`src/rtl/tmr_pkg.sv`:
```
// Package: shared widths and constants for the timer/counter block.
// Assumes an 8-bit count and an 8-bit prescaler with a 3-bit ratio field.
package tmr_pkg;
    localparam int CNT_W    = 8;
    localparam int PSC_W    = 8;
    localparam int RATE_W   = 3;
    localparam int SYNC_N   = 2;  // synchronizer depth in enabled cycles
    localparam int HOLD_CYC = 2;  // increments dropped after a write
    localparam int HOLD_W   = $clog2(HOLD_CYC + 1);
endpackage

```
`src/rtl/tmr_edge_sync.sv`:
```
// Module: brings the external pin into the clock domain through SYNC_N
// stages, then compares the last stage with its previous value to flag
// the selected edge. Assumes the pin is slow compared with cyc_en.
module tmr_edge_sync #(
    parameter int SYNC_N = 2
) (
    input  logic clk,
    input  logic rst_n,
    input  logic en,
    input  logic pin,
    input  logic fall,
    output logic edge_hit
);
    logic [SYNC_N-1:0] stg;
    logic              prev;

    // First stage samples the raw pin.
    always_ff @(posedge clk) begin
        if (!rst_n)  stg[0] <= 1'b0;
        else if (en) stg[0] <= pin;
    end

    // Later stages shift the sample along.
    genvar g;
    generate
        for (g = 1; g < SYNC_N; g++) begin : g_stage
            always_ff @(posedge clk) begin
                if (!rst_n)  stg[g] <= 1'b0;
                else if (en) stg[g] <= stg[g-1];
            end
        end
    endgenerate

    // Keeps the previous synchronized level for edge comparison.
    always_ff @(posedge clk) begin
        if (!rst_n)  prev <= 1'b0;
        else if (en) prev <= stg[SYNC_N-1];
    end

    // Picks the rising or falling transition.
    always_comb edge_hit = fall ? (~stg[SYNC_N-1] & prev) : (stg[SYNC_N-1] & ~prev);

    AST_EDGE_NEEDS_CHANGE: assert property (@(posedge clk) disable iff (!rst_n)
        en && edge_hit |=> prev != $past(prev));
endmodule

```
`src/rtl/tmr_prescaler.sv`:
```
// Module: hidden binary prescaler shared by the counter and the watchdog
// path. When owned by the counter it steps on source ticks and emits a
// pulse every 2^(rate+1) ticks. When owned by the watchdog it steps every
// enabled cycle and emits a tick every 2^rate cycles.
module tmr_prescaler #(
    parameter int PSC_W  = 8,
    parameter int RATE_W = 3
) (
    input  logic              clk,
    input  logic              rst_n,
    input  logic              en,
    input  logic              clr,
    input  logic              to_wdt,
    input  logic              adv,
    input  logic [RATE_W-1:0] rate,
    output logic              tmr_pulse,
    output logic              wdt_tick
);
    localparam logic [PSC_W-1:0] ONES = {PSC_W{1'b1}};

    logic [PSC_W-1:0] pc;
    logic [PSC_W-1:0] mask_t;
    logic [PSC_W-1:0] mask_w;

    // Ratio masks: the low rate+1 bits for the counter, the low rate bits for the watchdog.
    always_comb begin
        mask_t = ONES >> (PSC_W - 1 - int'(rate));
        mask_w = ONES >> (PSC_W - int'(rate));
    end

    // Prescaler count: clears on a write and steps for its current owner.
    always_ff @(posedge clk) begin
        if (!rst_n)                 pc <= '0;
        else if (en) begin
            if (clr)                pc <= '0;
            else if (to_wdt || adv) pc <= pc + 1'b1;
        end
    end

    // Output decode for each owner.
    always_comb begin
        tmr_pulse = en & ~to_wdt & ~clr & adv & ((pc & mask_t) == mask_t);
        wdt_tick  = en & to_wdt & ((pc & mask_w) == mask_w);
    end

    AST_SINGLE_OWNER: assert property (@(posedge clk) disable iff (!rst_n)
        !(tmr_pulse && wdt_tick));
    AST_CLR_ZERO: assert property (@(posedge clk) disable iff (!rst_n)
        en && clr |=> pc == '0);
endmodule

```
`src/rtl/tmr_unit.sv`:
```
// Module: top of the timer/counter. Selects the source, routes the source
// through or around the prescaler, applies the hold window after a write,
// and flags wraps. Assumes cyc_en marks instruction cycles in clk.
module tmr_unit
    import tmr_pkg::*;
(
    input  logic              clk,
    input  logic              rst_n,
    input  logic              cyc_en,
    input  logic              ext_pin,
    input  logic              src_sel,
    input  logic              edge_sel,
    input  logic              psc_to_wdt,
    input  logic [RATE_W-1:0] rate,
    input  logic              wr_en,
    input  logic [CNT_W-1:0]  wr_data,
    output logic [CNT_W-1:0]  rd_data,
    output logic              ovf_pulse,
    output logic              wdt_tick
);
    logic [CNT_W-1:0]  cnt;
    logic [HOLD_W-1:0] hold;
    logic              pin_edge;
    logic              src_tick;
    logic              adv;
    logic              psc_pulse;
    logic              inc;
    logic              wr;
    logic              ovf_q;

    tmr_edge_sync #(.SYNC_N(SYNC_N)) u_sync (
        .clk(clk), .rst_n(rst_n), .en(cyc_en), .pin(ext_pin),
        .fall(edge_sel), .edge_hit(pin_edge)
    );

    tmr_prescaler #(.PSC_W(PSC_W), .RATE_W(RATE_W)) u_psc (
        .clk(clk), .rst_n(rst_n), .en(cyc_en), .clr(wr), .to_wdt(psc_to_wdt),
        .adv(adv), .rate(rate), .tmr_pulse(psc_pulse), .wdt_tick(wdt_tick)
    );

    // Source tick, hold gating and the final increment decision.
    always_comb begin
        wr       = cyc_en & wr_en;
        src_tick = src_sel ? pin_edge : 1'b1;
        adv      = cyc_en & ~wr & (hold == '0) & src_tick;
        inc      = psc_to_wdt ? adv : psc_pulse;
    end

    // Count register: a write wins over an increment.
    always_ff @(posedge clk) begin
        if (!rst_n)    cnt <= '0;
        else if (wr)   cnt <= wr_data;
        else if (inc)  cnt <= cnt + 1'b1;
    end

    // Hold window counter started by each write.
    always_ff @(posedge clk) begin
        if (!rst_n)                    hold <= '0;
        else if (wr)                   hold <= HOLD_W'(HOLD_CYC);
        else if (cyc_en && hold != '0) hold <= hold - 1'b1;
    end

    // One-cycle overflow flag on a wrap from the top value.
    always_ff @(posedge clk) begin
        if (!rst_n) ovf_q <= 1'b0;
        else        ovf_q <= inc & (cnt == {CNT_W{1'b1}});
    end

    assign rd_data   = cnt;
    assign ovf_pulse = ovf_q;

    AST_WRITE_LOADS: assert property (@(posedge clk) disable iff (!rst_n)
        cyc_en && wr_en |=> rd_data == $past(wr_data));
    AST_HOLD_FREEZES: assert property (@(posedge clk) disable iff (!rst_n)
        cyc_en && !wr_en && hold != '0 |=> $stable(rd_data));
    AST_IDLE_FREEZES: assert property (@(posedge clk) disable iff (!rst_n)
        !cyc_en |=> $stable(rd_data) && !ovf_pulse);
    AST_STEP_BY_ONE: assert property (@(posedge clk) disable iff (!rst_n)
        !(cyc_en && wr_en) |=> rd_data == $past(rd_data) || rd_data == $past(rd_data) + 1'b1);
    AST_OVF_AT_ZERO: assert property (@(posedge clk) disable iff (!rst_n)
        ovf_pulse |-> rd_data == '0);
    AST_OVF_SINGLE: assert property (@(posedge clk) disable iff (!rst_n)
        ovf_pulse |=> !ovf_pulse);
endmodule

```
`config.mk`:
```
export PLATFORM = sky130hd
export DESIGN_NAME = tmr_unit
export DESIGN_NICKNAME = d
export VERILOG_FILES = /design/src/rtl/tmr_pkg.sv /design/src/rtl/tmr_edge_sync.sv /design/src/rtl/tmr_prescaler.sv /design/src/rtl/tmr_unit.sv
export SDC_FILE = /design/constraint.sdc
export NUM_CORES = 1
export LEC_CHECK = 0
export CORE_ASPECT_RATIO = 2
export CORE_MARGIN = 1
export CORE_UTILIZATION = 30
export CTS_CLUSTER_DIAMETER = 80
export DETAILED_ROUTE_END_ITERATION = 6
export DONT_BUFFER_PORTS = 1
export GPL_TIMING_DRIVEN = 0
export HOLD_SLACK_MARGIN = 0.06
export SYNTH_ARGS = -nofsm -noshare
export SYNTH_HDL_FRONTEND = slang
export SYNTH_SLANG_ARGS = --single-unit
```
`constraint.sdc`:
```
create_clock -name clk -period 2.2 [get_ports clk]
set_clock_uncertainty 0.15 [all_clocks]
set_input_delay 0.22 -clock clk [delete_from_list [all_inputs] [get_ports clk]]
set_output_delay 0.22 -clock clk [all_outputs]
set_load 0.02 [all_outputs]
```
== Word level (Yosys, flattened, before mapping) ==
Cells that the tools add are included.

* Register bits: 22
* Bits of input ports: 19
* Output and inout port bits: 10
* Logic and storage cells: 56

* Add/subtract/negate cells: 5
* Eq/ne operators: 3
* Shift-type cells: 2
* Multiplexer cells: 9
* Bitwise logic cells: 20
* Reductions and logical operators: 9

{| class="wikitable"
|+ Operator list
! cell !! number
|-
| $shr 8x32->8 const A || 2
|-
| $mux 8 || 4
|-
| $add 8x1->8 const B || 2
|-
| $and 8x8->8 || 2
|-
| $eq 8x8->1 || 2
|-
| $and 1x1->1 || 13
|-
| $eq 8x8->1 const B || 1
|-
| $reduce_bool 2->1 || 4
|-
| $not 1->1 || 5
|-
| $sub 4x3->5 const A || 1
|-
| $mux 2 || 2
|-
| $sub 3x3->4 const A || 1
|-
| $mux 1 || 3
|-
| $logic_not 2->1 || 1
|-
| $reduce_and 2->1 || 1
|-
| $reduce_or 2->1 || 1
|-
| $sub 2x1->2 const B || 1
|-
| $logic_and 1x1->1 || 1
|-
| $logic_or 1x1->1 || 1
|}

== Logic depth before layout (Yosys ltp) ==
Gate-level depths: netlist (run 1).

* Depth in word-level cells: 10
* Depth in mapped cells: 10
* Depth with buffers taken out: 10

== By module ==
From an unflattened synthesis (run 1), not the netlist that was laid out.

* Cells, all modules: 161
* Area total of the unflattened synthesis: 1335.0 um^2

{| class="wikitable"
|+ By module, submodules not included
! module !! times used !! cells an instance !! area each (um^2) !! sequential area each (um^2)
|-
| tmr_unit || 1 || 76 || 628.1 || 220.2
|-
| tmr_prescaler || 1 || 73 || 579.3 || 160.2
|-
| tmr_edge_sync || 1 || 12 || 127.6 || 60.1
|}

== Worst setup path after synthesis (run 1) ==
Ideal clock, no wire load.

* Path type: input-to-reg
* Start: input rate[0]
* End: register cnt[5] (netlist: rd_data[5])
* Setup time: 0.086 ns
* Data arrival time: 1.864 ns
* Required time: 1.964 ns
* Slack: 0.101 ns
* Stages on the path: 10
* Buffers on the path: 0
* Path through: inv_1 > ha_1 > inv_1 > ha_1 > inv_1 > o221ai_1 > o41ai_2 > nand3_1 > mux2i_1 > a211oi_1

* Longest elaborated chain between the ends: 7

{| class="wikitable"
|+ Ends and longest elaborated chain
! item !! line !! source
|-
| start: declaration || tmr_unit.sv:14 || <nowiki>input logic [RATE_W-1:0] rate,</nowiki>
|-
| $sub 3x3->4 * || tmr_prescaler.sv:27 || <nowiki>mask_t = ONES >> (PSC_W - 1 - int'(rate));</nowiki>
|-
| $shr 8x32->8 * || tmr_prescaler.sv:27 ||
|-
| $and 8x8->8 || tmr_prescaler.sv:42 || <nowiki>tmr_pulse = en & ~to_wdt & ~clr & adv & ((pc & mask_t) == mask_t);</nowiki>
|-
| $eq 8x8->1 * || tmr_prescaler.sv:42 ||
|-
| $and 1x1->1 * || tmr_prescaler.sv:42 ||
|-
| $mux 1 * || tmr_unit.sv:46 || <nowiki>inc = psc_to_wdt ? adv : psc_pulse;</nowiki>
|-
| $reduce_bool 2->1 (no source line) * || -- ||
|-
| end signal: assignment || tmr_unit.sv:52 || <nowiki>else if (wr) cnt <= wr_data;</nowiki>
|-
| end signal: assignment || tmr_unit.sv:53 || <nowiki>else if (inc) cnt <= cnt + 1'b1;</nowiki>
|-
| end: declaration || tmr_unit.sv:21 || <nowiki>logic [CNT_W-1:0] cnt;</nowiki>
|}

Every way passes the cells marked *; elsewhere a longest branch is shown, timed or not.
A chain may end at the register's enable or synchronous reset.

== Worst setup path in the final report (run 1) ==
* Start: register u_sync.stg[1]
* End: register cnt[5] (netlist: rd_data[5])

* Longest elaborated chain between the ends: 9
* Elaborated cells on any way between the ends: 10
* Classes of those cells: 3 x mux; 6 x bitwise; 1 x reduce/logical

{| class="wikitable"
|+ Ends and longest elaborated chain
! item !! line !! source
|-
| start: declaration || tmr_edge_sync.sv:14 || <nowiki>logic [SYNC_N-1:0] stg;</nowiki>
|-
| start signal: indexed assignment || tmr_edge_sync.sv:29 || <nowiki>else if (en) stg[g] <= stg[g-1];</nowiki>
|-
| $not 1->1 || tmr_edge_sync.sv:41 || <nowiki>always_comb edge_hit = fall ? (~stg[SYNC_N-1] & prev) : (stg[SYNC_N-1] & ~prev);</nowiki>
|-
| $and 1x1->1 || tmr_edge_sync.sv:41 ||
|-
| $mux 1 * || tmr_edge_sync.sv:41 ||
|-
| $mux 1 * || tmr_unit.sv:44 || <nowiki>src_tick = src_sel ? pin_edge : 1'b1;</nowiki>
|-
| $and 1x1->1 * || tmr_unit.sv:45 || <nowiki>adv = cyc_en & ~wr & (hold == '0) & src_tick;</nowiki>
|-
| $and 1x1->1 (2 in a row) || tmr_prescaler.sv:42 ||
|-
| $mux 1 * || tmr_unit.sv:46 ||
|-
| $reduce_bool 2->1 (no source line) * || -- ||
|}

Marked as above.

==> run summary, run 1 <==
status: completed
Final Util: 0.374
Lkg Pwr: 0.625 nW
max cap viols: 0
M3 GR Usage: 0.0229
via/cell ratio: 5.13
Peak VDD IR: 0.409 mV
Routed Antenna Nets: 0
core area: 4090 um2
synth unique cells: 35
gr usage total: 0.154
fin crit share: 0.928
Synth area leaders: dfxtp_1 34%, ha_1 7.8%, xor2_1 6.2%
Critical Path End: rd_data[5]
Num CTS Buffers: 3
PnR Total Power: 0.000870 W
RePlAce Congestion: 0.827
synthesis warning total: 0
setup TNS: 0 ps
WL per Instance: 13.3 um
Setup Buffers After CTS: 0
area added between synthesis and finish: 19.4%
placed cell count: 206
Post-Synthesis Cells: 154
R2R Path Start: u_sync.stg[1]
critical path class: register to register
grt peak-use layer: met2
Fmax: 0.490 GHz
Final Hold Violating Endpoints: 0
register area share after synthesis: 0.344
WL final: 2.94 mm
largest net degree at the start of global routing: 13
post-DP HPWL: 2.28 mm
Power Density: 570 nW/um2
Avg Cell Area, Syn: 8.31 um2
share of layout cells above drive strength 1: 0.0710
worst path required time: 2240 ps
CTS HTree Levels: 1
CTS root buffer: clkbuf_8
CP Capture Type: register
Crit path arrival time: 2090 ps
reg-to-reg setup timing slack: 160 ps
Max Slew Vio Count: 0
worst relative slew slack: 0.625
grt met1 use: 0.157
total gr overflow: 0
initial antenna violation count: 0
number of fill cells: 441
IO Pins: 29
Worst Setup SP: u_sync.stg[1]
Yosys reg bits: 22
Worst R2R End: rd_data[5]
Net Count, Synth: 181
CTS tree: done
Synth top area share: 0.344
Die Height: 94.4 um
synthesized cell area: 1280 um2
CTS Sinks: 22
unrepaired setup endpoints after global routing: no
fin crit period: 2040 ps
Startpoint Class: register
worst reg-to-reg path cell count: 5
IO buf count: 0
number of global-route vias before repair: 1183
Iter 0 DRT Violations: 16
non-filler cells, final: 221
final-stage net count: 197
die width: 48.2 um
largest fanout on the critical path: 4
Clock transition at path regs: 80 ps
Final setup viols: 0
Max clock buf depth: 2
first-pass GRT wire length: 5.05 mm
min-delay worst type: input pin to register
Die ar.: 4550 um2
Vias: 1133
actual slew at the worst max-slew pin: 558 ps
met2 Use GR: 0.272
iteration count of the initial detailed-routing pass: 4
drc violations: 0
cell taking the most area after synthesis: dfxtp_1
clk_lat worst skew: 270 ps
initial core utilization: 0.313
Core Rows: 33
antenna cells: 0
==> synth_stat cells <==
master / instances
inv_1: 14
nand2b_1: 3
nand4_1: 7
dfxtp_1: 22
o21ai_0: 9
or2_2: 1
buf_2: 1
xnor2_1: 2
mux2i_1: 6
a311oi_1: 1
a21o_1: 1
nor2_1: 18
nor3_1: 3
o31a_1: 1
o211a_1: 1
a211oi_1: 1
and3_1: 3
or2b_1: 1
nand2_2: 1
a31oi_1: 2
a311oi_4: 1
nand2_1: 7
clkbuf_1: 4
mux2_2: 1
xor2_1: 9
nand3b_1: 1
or3b_4: 1
nor4_1: 2
o22ai_1: 2
o41ai_2: 1
ha_1: 8
nand3_1: 7
a21oi_1: 10
a32oi_1: 1
o221ai_1: 1
==> cell type report <==
cell class                 count  area (um2)  share of cell area
multi-input combinational    113         785               0.514
sequential                    22         440               0.288
timing repair buffer          11         110              0.0721
tap                           52        65.1              0.0426
clock buffer                   4        55.1              0.0360
inverter                      14        52.6              0.0344
buffer                         5        20.0              0.0131
==> cell families after synthesis <==
kind of cell | share of synthesized area
AND/OR/NAND/NOR | 0.216
flip-flops | 0.344
AO/OA/AOI/OAI | 0.174
XOR/XNOR | 0.0753
adder cells (fa/ha/maj) | 0.0782
multiplexers | 0.0557
buffers and inverters | 0.0567
==> metrics by stage <==
stage / setup slack (ps) / hold WS [ps] / cell area [um2]
after floorplan: 101 / 217 / 1280
after global placement: -212 / 225 / 1350
after detailed placement: -226 / 232 / 1350
after CTS: 9.61 / 93.5 / 1520
after global routing: 30.6 / 92.5 / 1530
final: 158 / 104 / 1530
==> power breakdown <==
| part | total [W] | leakage, nW | internal, W | switching, W |
|---|---|---|---|---|
| clock network | 0.000299 | 0.0288 | 0.000160 | 0.000139 |
| registers | 0.000444 | 0.179 | 0.000414 | 0.0000299 |
| logic | 0.000127 | 0.417 | 0.0000596 | 0.0000678 |
==> what timing repair did <==
action	4_1_cts	5_1_grt
endpoints found under the hold margin	13	0
gates resized for setup	1	1
endpoints found under the setup margin	1	6
hold buffers	11	0
pin swaps	0	1
==> layout by cell type (no fill, tap or decap), types with 3 or more instances in the layout <==
cell           netlist  final
dfxtp_1             22     22
nor2_1              18     18
inv_1               14     14
dlygate4sd3_1        0     11
a21oi_1             10     10
o21ai_0              9      9
xor2_1               9      9
ha_1                 8      8
nand2_1              7      7
nand4_1              7      7
nand3_1              7      7
mux2i_1              6      6
clkbuf_1             4      4
clkbuf_8             0      4
and3_1               3      3
nand2b_1             3      3
nor3_1               3      3
==> flip-flops by register name (all words and copies together), names as in the netlist <==
register and count:
u_psc.pc 8, rd_data 8, u_sync.stg 2, u_sync.prev 1
hold 2, ovf_pulse 1
==> worst min-delay path by stage <==
stage | slack, ps | startpoint | end | cells past startpoint
2_1_floorplan | 220 | ext_pin | u_sync.stg[0] | 2
3_3_place_gp | 220 | ext_pin | u_sync.stg[0] | 2
3_5_place_dp | 230 | ext_pin | u_sync.stg[0] | 2
4_1_cts | 90 | wr_data[7] | rd_data[7] | 2
5_1_grt | 90 | wr_data[7] | rd_data[7] | 2
6_report | 100 | wr_data[7] | rd_data[7] | 2
==> worst max-delay path: stages, from the launching register on <==
cell	delay, ps
dfxtp_1	380
or3b_4	410
a311oi_4	400
nand3_1	250
mux2i_1	170
a211oi_1	190
==> routing by layer <==
metal | up-vias | part of all wire | wire (um)
li1 | 574 | - | -
met2 | 21 | 0.58 | 1690
met1 | 531 | 0.37 | 1090
met3 | 7 | 0.026 | 77
met5 | - | 0 | 0
met4 | 0 | 0.028 | 83
No activity file was read; power rests on OpenSTA's default activity.
==> run 2: changes to the inputs <==
Settings changed: SYNTH_HIERARCHICAL set to 1.
==> run summary, run 2 <==
status: complete, but fails checks
failing checks: setup timing
critical path cell sequence: nand3b_1, o21ai_1, nand2b_4, and3_4, o2111ai_2, nor4b_2, nor2b_4, a41oi_4, or4_1, a31oi_1
WL per Instance: 14.7 um (+10%)
actual slew at the worst max-slew pin: 428 ps (-129 ps)
Post-Synthesis Cells: 161 (+4.5%)
CTS tree: done
max cap viols: 0 (unchanged)
final-stage net count: 209 (+6.1%)
Crit path depth: 10 (+5)
drc violations: 0 (unchanged)
Clock transition at path regs: 80 ps (about the same)
Final Util: 0.391 (+0.0176)
delay-heaviest family, CP: simple AND/OR/NAND/NOR gates
Synth area leaders: dfxtp_1 33%, ha_1 7.5%, o21ai_0 5.6%
Post-synth EDFFs: 0 (unchanged)
most frequent cells in the layout: 21 x dfxtp_1, 15 x inv_1, 14 x nand2_1, 13 x o21ai_0, 11 x nor2_1
initial antenna violation count: 0 (unchanged)
via/cell ratio: 5.26 (+2.5%)
largest family of logic cells by synthesized area: simple AND/OR/NAND/NOR gates
worst reg-to-reg path cell count: 10 (+5)
Worst Path Buf+Inv: 0 (unchanged)
largest net degree at the start of global routing: 14 (+1)
share of layout cells above drive strength 1: 0.155 (+0.0837)
Internal: 0.000721 W (+14%)
Max Used Layer: met4
Die ar.: 4740 um2 (+4.2%)
antenna cells: 0 (unchanged)
DP Area: 1420 um2 (+5.5%)
Critical Path End: rd_data[5]
Startpoint Class: register
Avg Cell Area, Syn: 8.29 um2 (-0.23%)
Lkg Pwr: 0.607 nW (-3.0%)
Net Sw Power: 0.000229 W (-3.4%)
Routed Antenna Nets: 0 (unchanged)
mux cell area share after synthesis: 0.0300 (-0.0257)
unrepaired setup endpoints after global routing: yes
ys async rst share: 0 (unchanged)
gr usage total: 0.154 (+0.000156)
R2R Path Start: u_sync/stg[1]
Final setup viols: 9 (+9)
Power Density: 565 nW/um2 (-0.86%)
CTS Sinks: 22 (unchanged)
hold slack: 66.0 ps (-38.3 ps)
core area: 4300 um2 (+5.1%)
CP Capture Type: register
leading cell type in the layout, fill and taps excluded: dfxtp_1
PnR Total Power: 0.000950 W (+9.1%)
register area: 442 um2 (+0.28%)
number of global-route vias before repair: 1247 (+5.4%)
fin crit period: 2370 ps (+332 ps)
Die Height: 96.3 um (+2.1%)
Fmax: 0.421 GHz (-14%)
synth unique cells: 39 (+11%)
fin crit share: 1.08 (+0.151)
die width: 49.2 um (+2.0%)
initial core utilization: 0.311 (-0.00242)
IO buf count: 0 (unchanged)
simple-gate share of the synthesized area: 0.261 (+0.0454)
WL met3: 121 um (+57%)
post-DP HPWL: 2.54 mm (+11%)
Final Hold Violating Endpoints: 0 (unchanged)
critical path class: register to register
synthesis warning total: 6 (+6)
Max Slew Vio Count: 0 (unchanged)
sw frac: 0.241 (-0.0313)
Crit path largest cell delay: 500 ps (+90 ps)
pre-CTS setup slack: -250 ps (-24.3 ps)
reg-to-reg setup timing slack: -170 ps (-330 ps)
clk_lat worst skew: 260 ps (about the same)
dominant synthesized flop cell: dfxtp_1
Core Rows: 34 (+3.0%)
register area share after synthesis: 0.330 (-0.0142)
Worst R2R End: rd_data[5]
number of fill cells: 432 (-2.0%)
Crit path arrival time: 2420 ps (+330 ps)
area added between synthesis and finish: 26.0%
Vias: 1235 (+9.0%)
Worst Setup SP: u_sync/stg[1]
IO Pins: 29 (unchanged)
RePlAce Congestion: 0.751 (-9.3%)
CTS root buffer: clkbuf_8
first-pass GRT wire length: 5.61 mm (+11%)
total gr overflow: 0 (unchanged)
Peak VDD IR: 0.467 mV (+14%)
Max clock buf depth: 2 (unchanged)
Multi-input gate area: 870 um2 (+11%)
XOR/XNOR Fraction of Synth Area: 0.0262 (-0.0490)
met2 wire len: 2.13 mm (+26%)
Synth top cells by count: 22 x dfxtp_1, 15 x inv_1, 15 x o21ai_0
CTS HTree Levels: 1 (unchanged)
WL final: 3.44 mm (+17%)
iteration count of the initial detailed-routing pass: 4 (unchanged)
Compound-Gate Fraction of Synth Area: 0.211 (+0.0369)
cell taking the most area after synthesis: dfxtp_1
Synth top area share: 0.330 (-0.0142)
sequential power share: 0.470 (-0.040)
Adder-Cell Fraction of Synth Area: 0.0750 (-0.00322)
Net Count, Synth: 188 (+3.9%)
worst path required time: 2240 ps (about the same)
Critical-path top delay cell: or4_1
largest fanout on the critical path: 8 (+4)
min-delay worst type: input pin to register
synthesized cell area: 1340 um2 (+4.3%)
Post-Layout Inst Area: 1680 um2 (+10%)
leading cell type by number of instances after synthesis: dfxtp_1
Iter 0 DRT Violations: 24 (+8)
combinational power share: 0.136 (-0.010)
clock power share: 0.394 (+0.050)
Num CTS Buffers: 3 (unchanged)
M1 wire length: 1.16 mm (+6.8%)
post-route setup slack: -174 ps (-332 ps)
worst relative slew slack: 0.714 (+0.0889)
Yosys reg bits: 22 (unchanged)
==> run 2: cell type report <==
type                       instances  area share
timing repair buffer              16      0.0848
clock buffer                       3      0.0246
sequential                        22       0.263
clock inverter                     1      0.0179
buffer                             4      0.0193
tap                               54      0.0402
inverter                          15      0.0335
multi-input combinational        120       0.517
==> run 2: per-layer routing <==
layer | GRT usage | vias to the layer above
li1 | - | 618
met1 | 0.131 | 577
met2 | 0.342 | 36
met3 | 0.0174 | 4
met4 | 0.0515 | 0
met5 | 0 | -
==> run 2: worst min-delay path by stage <==
| stage | from | cells past startpoint | to | slack, ps |
|---|---|---|---|---|
| floorplan | rst_n | 1 | u_sync/stg[1] | 200 |
| detailed placement | rst_n | 1 | u_sync/stg[1] | 210 |
| CTS | cyc_en | 3 | hold[1] | 70 |
| finish | wr_data[7] | 2 | rd_data[7] | 70 |
| global route | cyc_en | 3 | u_psc/pc[3] | 70 |
| global placement | rst_n | 1 | u_sync/stg[1] | 200 |
==> run 2: kinds of logic (layout without fill, tap and decap cells) <==
logic type	Yosys count	after routing
multiplexers	4	4
XOR/XNOR	4	4
flip-flops	22	22
AND/OR/NAND/NOR	63	63
AO/OA/AOI/OAI	41	41
adder cells (fa/ha/maj)	8	8
buffers and inverters	19	39
==> run 2: stage by stage <==
step | TNS [ps] | cells
global route | -2110 | 235
CTS | -990 | 231
finish | -719 | 235
floorplan | -29.2 | 161
detailed placement | -1280 | 215
global placement | -856 | 215
==> run 2: timing repair <==
action | 4_1_cts | 5_1_grt
pin swaps | 4 | 4
endpoints found under the hold margin | 14 | 0
gates cloned | 0 | 1
buffers inserted | 2 | 3
hold buffers | 10 | 0
resized for setup | 2 | 7
setup endpoints to repair | 9 | 11
==> run 2: worst reg2reg max path, delay by kind of cell (launching register included) <==
kind / cells / cell delay [ps]
simple gates: 6 / 1450
compound gates: 4 / 380
flops: 1 / 330
==> run 2: power by group through the flow <==
stage | Clock, W | Combinational (W) | Sequential (W)
detailed placement | 0 | 0.000102 | 0.000454
floorplan | 0 | 0.0000827 | 0.000449
CTS | 0.000385 | 0.000121 | 0.000446
finish | 0.000374 | 0.000129 | 0.000446
global placement | 0 | 0.000100 | 0.000455
global route | 0.000397 | 0.000145 | 0.000449
==> run 3: changes to the inputs <==
Settings changed: CORE_ASPECT_RATIO 2 to 0.7.
==> run summary, run 3 (synthesized netlist as in run 2, its figures left out) <==
status: complete, but fails checks
failing checks: setup timing
critical path class: register to register
worst reg-to-reg path cell count: 11 (+1)
first-pass GRT wire length: 5.60 mm (-0.25%)
unrepaired setup endpoints after global routing: yes
R2R Path Start: u_sync/stg[1]
number of fill cells: 413 (-4.4%)
largest net degree at the start of global routing: 13 (-1)
CTS tree: done
Final Hold Violating Endpoints: 0 (unchanged)
fin crit share: 1.09 (+0.00791)
Hold Crit Start: rst_n
Crit path largest cell delay: 340 ps (-160 ps)
Crit path arrival time: 2440 ps (+20 ps)
RePlAce Congestion: 0.788 (+5.0%)
min-delay worst type: input pin to register
initial antenna violation count: 0 (unchanged)
largest fanout on the critical path: 6 (-2)
Hold Path Stages: 2 (unchanged)
Critical-path top delay cell: dfxtp_2
leading cell type in the layout, fill and taps excluded: dfxtp_1
CTS root buffer: clkbuf_8
CTS HTree Levels: 1 (unchanged)
Fmax: 0.418 GHz (-0.73%)
die width: 81.7 um (+66%)
grt met1 use: 0.243 (+0.111)
Worst Path Buf+Inv: 1 (+1)
reg-to-reg setup timing slack: -190 ps (-20 ps)
area added between synthesis and finish: 27.2%
IO Pins: 29 (unchanged)
critical path cell sequence: nand3b_1, o21ai_1, nand2b_4, and3_4, o2111ai_4, nor4b_2, nor2b_4, a41oi_4, buf_6, or3_4, a31oi_1
worst relative slew slack: 0.714 (about the same)
Num CTS Buffers: 3 (unchanged)
M3 GR Usage: 0.0441 (+0.0267)
Die ar.: 4720 um2 (-0.26%)
placed cell count: 213 (-0.93%)
max cap viols: 0 (unchanged)
most frequent cells in the layout: 21 x dfxtp_1, 15 x inv_1, 14 x nand2_1, 14 x o21ai_0, 11 x nor2_1
iteration count of the initial detailed-routing pass: 4 (unchanged)
Iter 0 DRT Violations: 69 (+190%)
share of layout cells above drive strength 1: 0.167 (+0.0120)
initial core utilization: 0.326 (+0.0158)
non-filler cells, final: 232 (-1.3%)
post-DP HPWL: 2.40 mm (-5.4%)
antenna cells: 0 (unchanged)
hold slack: 72.2 ps (+6.23 ps)
delay-heaviest family, CP: simple AND/OR/NAND/NOR gates
Lkg Pwr: 0.618 nW (+1.8%)
Core Rows: 19 (-44%)
core area: 4090 um2 (-4.8%)
drc violations: 0 (unchanged)
actual slew at the worst max-slew pin: 428 ps (-0.0588 ps)
fin crit period: 2390 ps (+17.4 ps)
gr usage total: 0.158 (+0.00431)
met2 Use GR: 0.214 (-0.129)
Clock transition at path regs: 80 ps (about the same)
IO buf count: 0 (unchanged)
clk_lat worst skew: 270 ps (about the same)
via/cell ratio: 5.36 (+1.9%)
Max clock buf depth: 2 (unchanged)
Final setup viols: 8 (-1)
WL final: 3.54 mm (+2.9%)
total gr overflow: 0 (unchanged)
Worst R2R End: rd_data[4]
Die Height: 57.8 um (-40%)
CTS Sinks: 22 (unchanged)
post-route setup slack: -192 ps (-17.4 ps)
Startpoint Class: register
CP Capture Type: register
Peak VDD IR: 0.252 mV (-46%)
Routed Antenna Nets: 0 (unchanged)
number of global-route vias before repair: 1163 (-6.7%)
final-stage net count: 208 (-0.48%)
Power Density: 518 nW/um2 (-8.4%)
WL per Instance: 15.3 um (+4.2%)
pre-CTS setup slack: -220 ps (+29.8 ps)
Max Slew Vio Count: 0 (unchanged)
Hold Path End: u_psc/pc[4]
Vias: 1243 (+0.65%)
worst path required time: 2240 ps (about the same)
grt peak-use layer: met1
PnR Total Power: 0.000879 W (-7.5%)
[run 3: cell types whose count changed in the layout (fill, tap and decap cells not counted), sizes merged]
cell	before	now
buf	10	9
bufinv	1	0
clkbuf	3	4
[run 3: final cells by class]
| type | count | area (um2) | area share |
|---|---|---|---|
| Sequential cell | 22 | 442 | 0.260 |
| Buffer | 4 | 32.5 | 0.0192 |
| Clock buffer | 4 | 55.1 | 0.0324 |
| Inverter | 15 | 56.3 | 0.0332 |
| Tap cell | 52 | 65.1 | 0.0383 |
| Timing Repair Buffer | 15 | 145 | 0.0855 |
| Multi-Input combinational cell | 120 | 902 | 0.531 |
[run 3: per-layer routing]
metal / up-vias / part of all wire
li1: 622 / -
met2: 45 / 0.40
met4: 0 / 0
met1: 576 / 0.52
met5: - / 0
met3: 0 / 0.077
[run 3: per-stage QoR]
step	util	setup TNS (ps)	cell area, um2
6_report	0.415	-956	1700
5_1_grt	0.415	-2380	1700
4_1_cts	0.396	-757	1620
3_5_place_dp	0.346	-1160	1420
3_3_place_gp	0.346	-1170	1420
2_1_floorplan	-	-29.2	1350
[run 3: worst register-to-register path, cell delays in order (launching register included)]
cell,delay (ps)
dfxtp_2,340
nand3b_1,150
o21ai_1,70
nand2b_4,150
and3_4,210
o2111ai_4,100
nor4b_2,270
nor2b_4,200
a41oi_4,60
buf_6,160
or3_4,310
a31oi_1,170
[run 3: worst max path at each step]
| stage | start | to | slack [ps] | cells past startpoint |
|---|---|---|---|---|
| 2_1_floorplan | u_sync/stg[1] | rd_data[7] | -10 | 10 |
| 3_3_place_gp | wr_en | rd_data[7] | -220 | 9 |
| 3_5_place_dp | wr_en | rd_data[7] | -220 | 9 |
| 4_1_cts | u_sync/stg[1] | rd_data[5] | -190 | 10 |
| 5_1_grt | u_sync/stg[1] | rd_data[4] | -360 | 11 |
| 6_report | u_sync/stg[1] | rd_data[4] | -190 | 11 |
[run 3: power breakdown]
group / internal (W) / total [W] / leakage, nW / switching [W]
registers: 0.000414 / 0.000448 / 0.180 / 0.0000336
logic: 0.0000646 / 0.000133 / 0.409 / 0.0000688
clock network: 0.000160 / 0.000297 / 0.0288 / 0.000138
total: 0.000639 / 0.000879 / 0.618 / 0.000240
[run 3: timing repair]
item	CTS	global route
pin swaps	2	8
buffers inserted	3	2
endpoints found under the setup margin	9	10
hold buffers	10	0
gates resized for setup	4	11
hold endpoints to repair	14	0
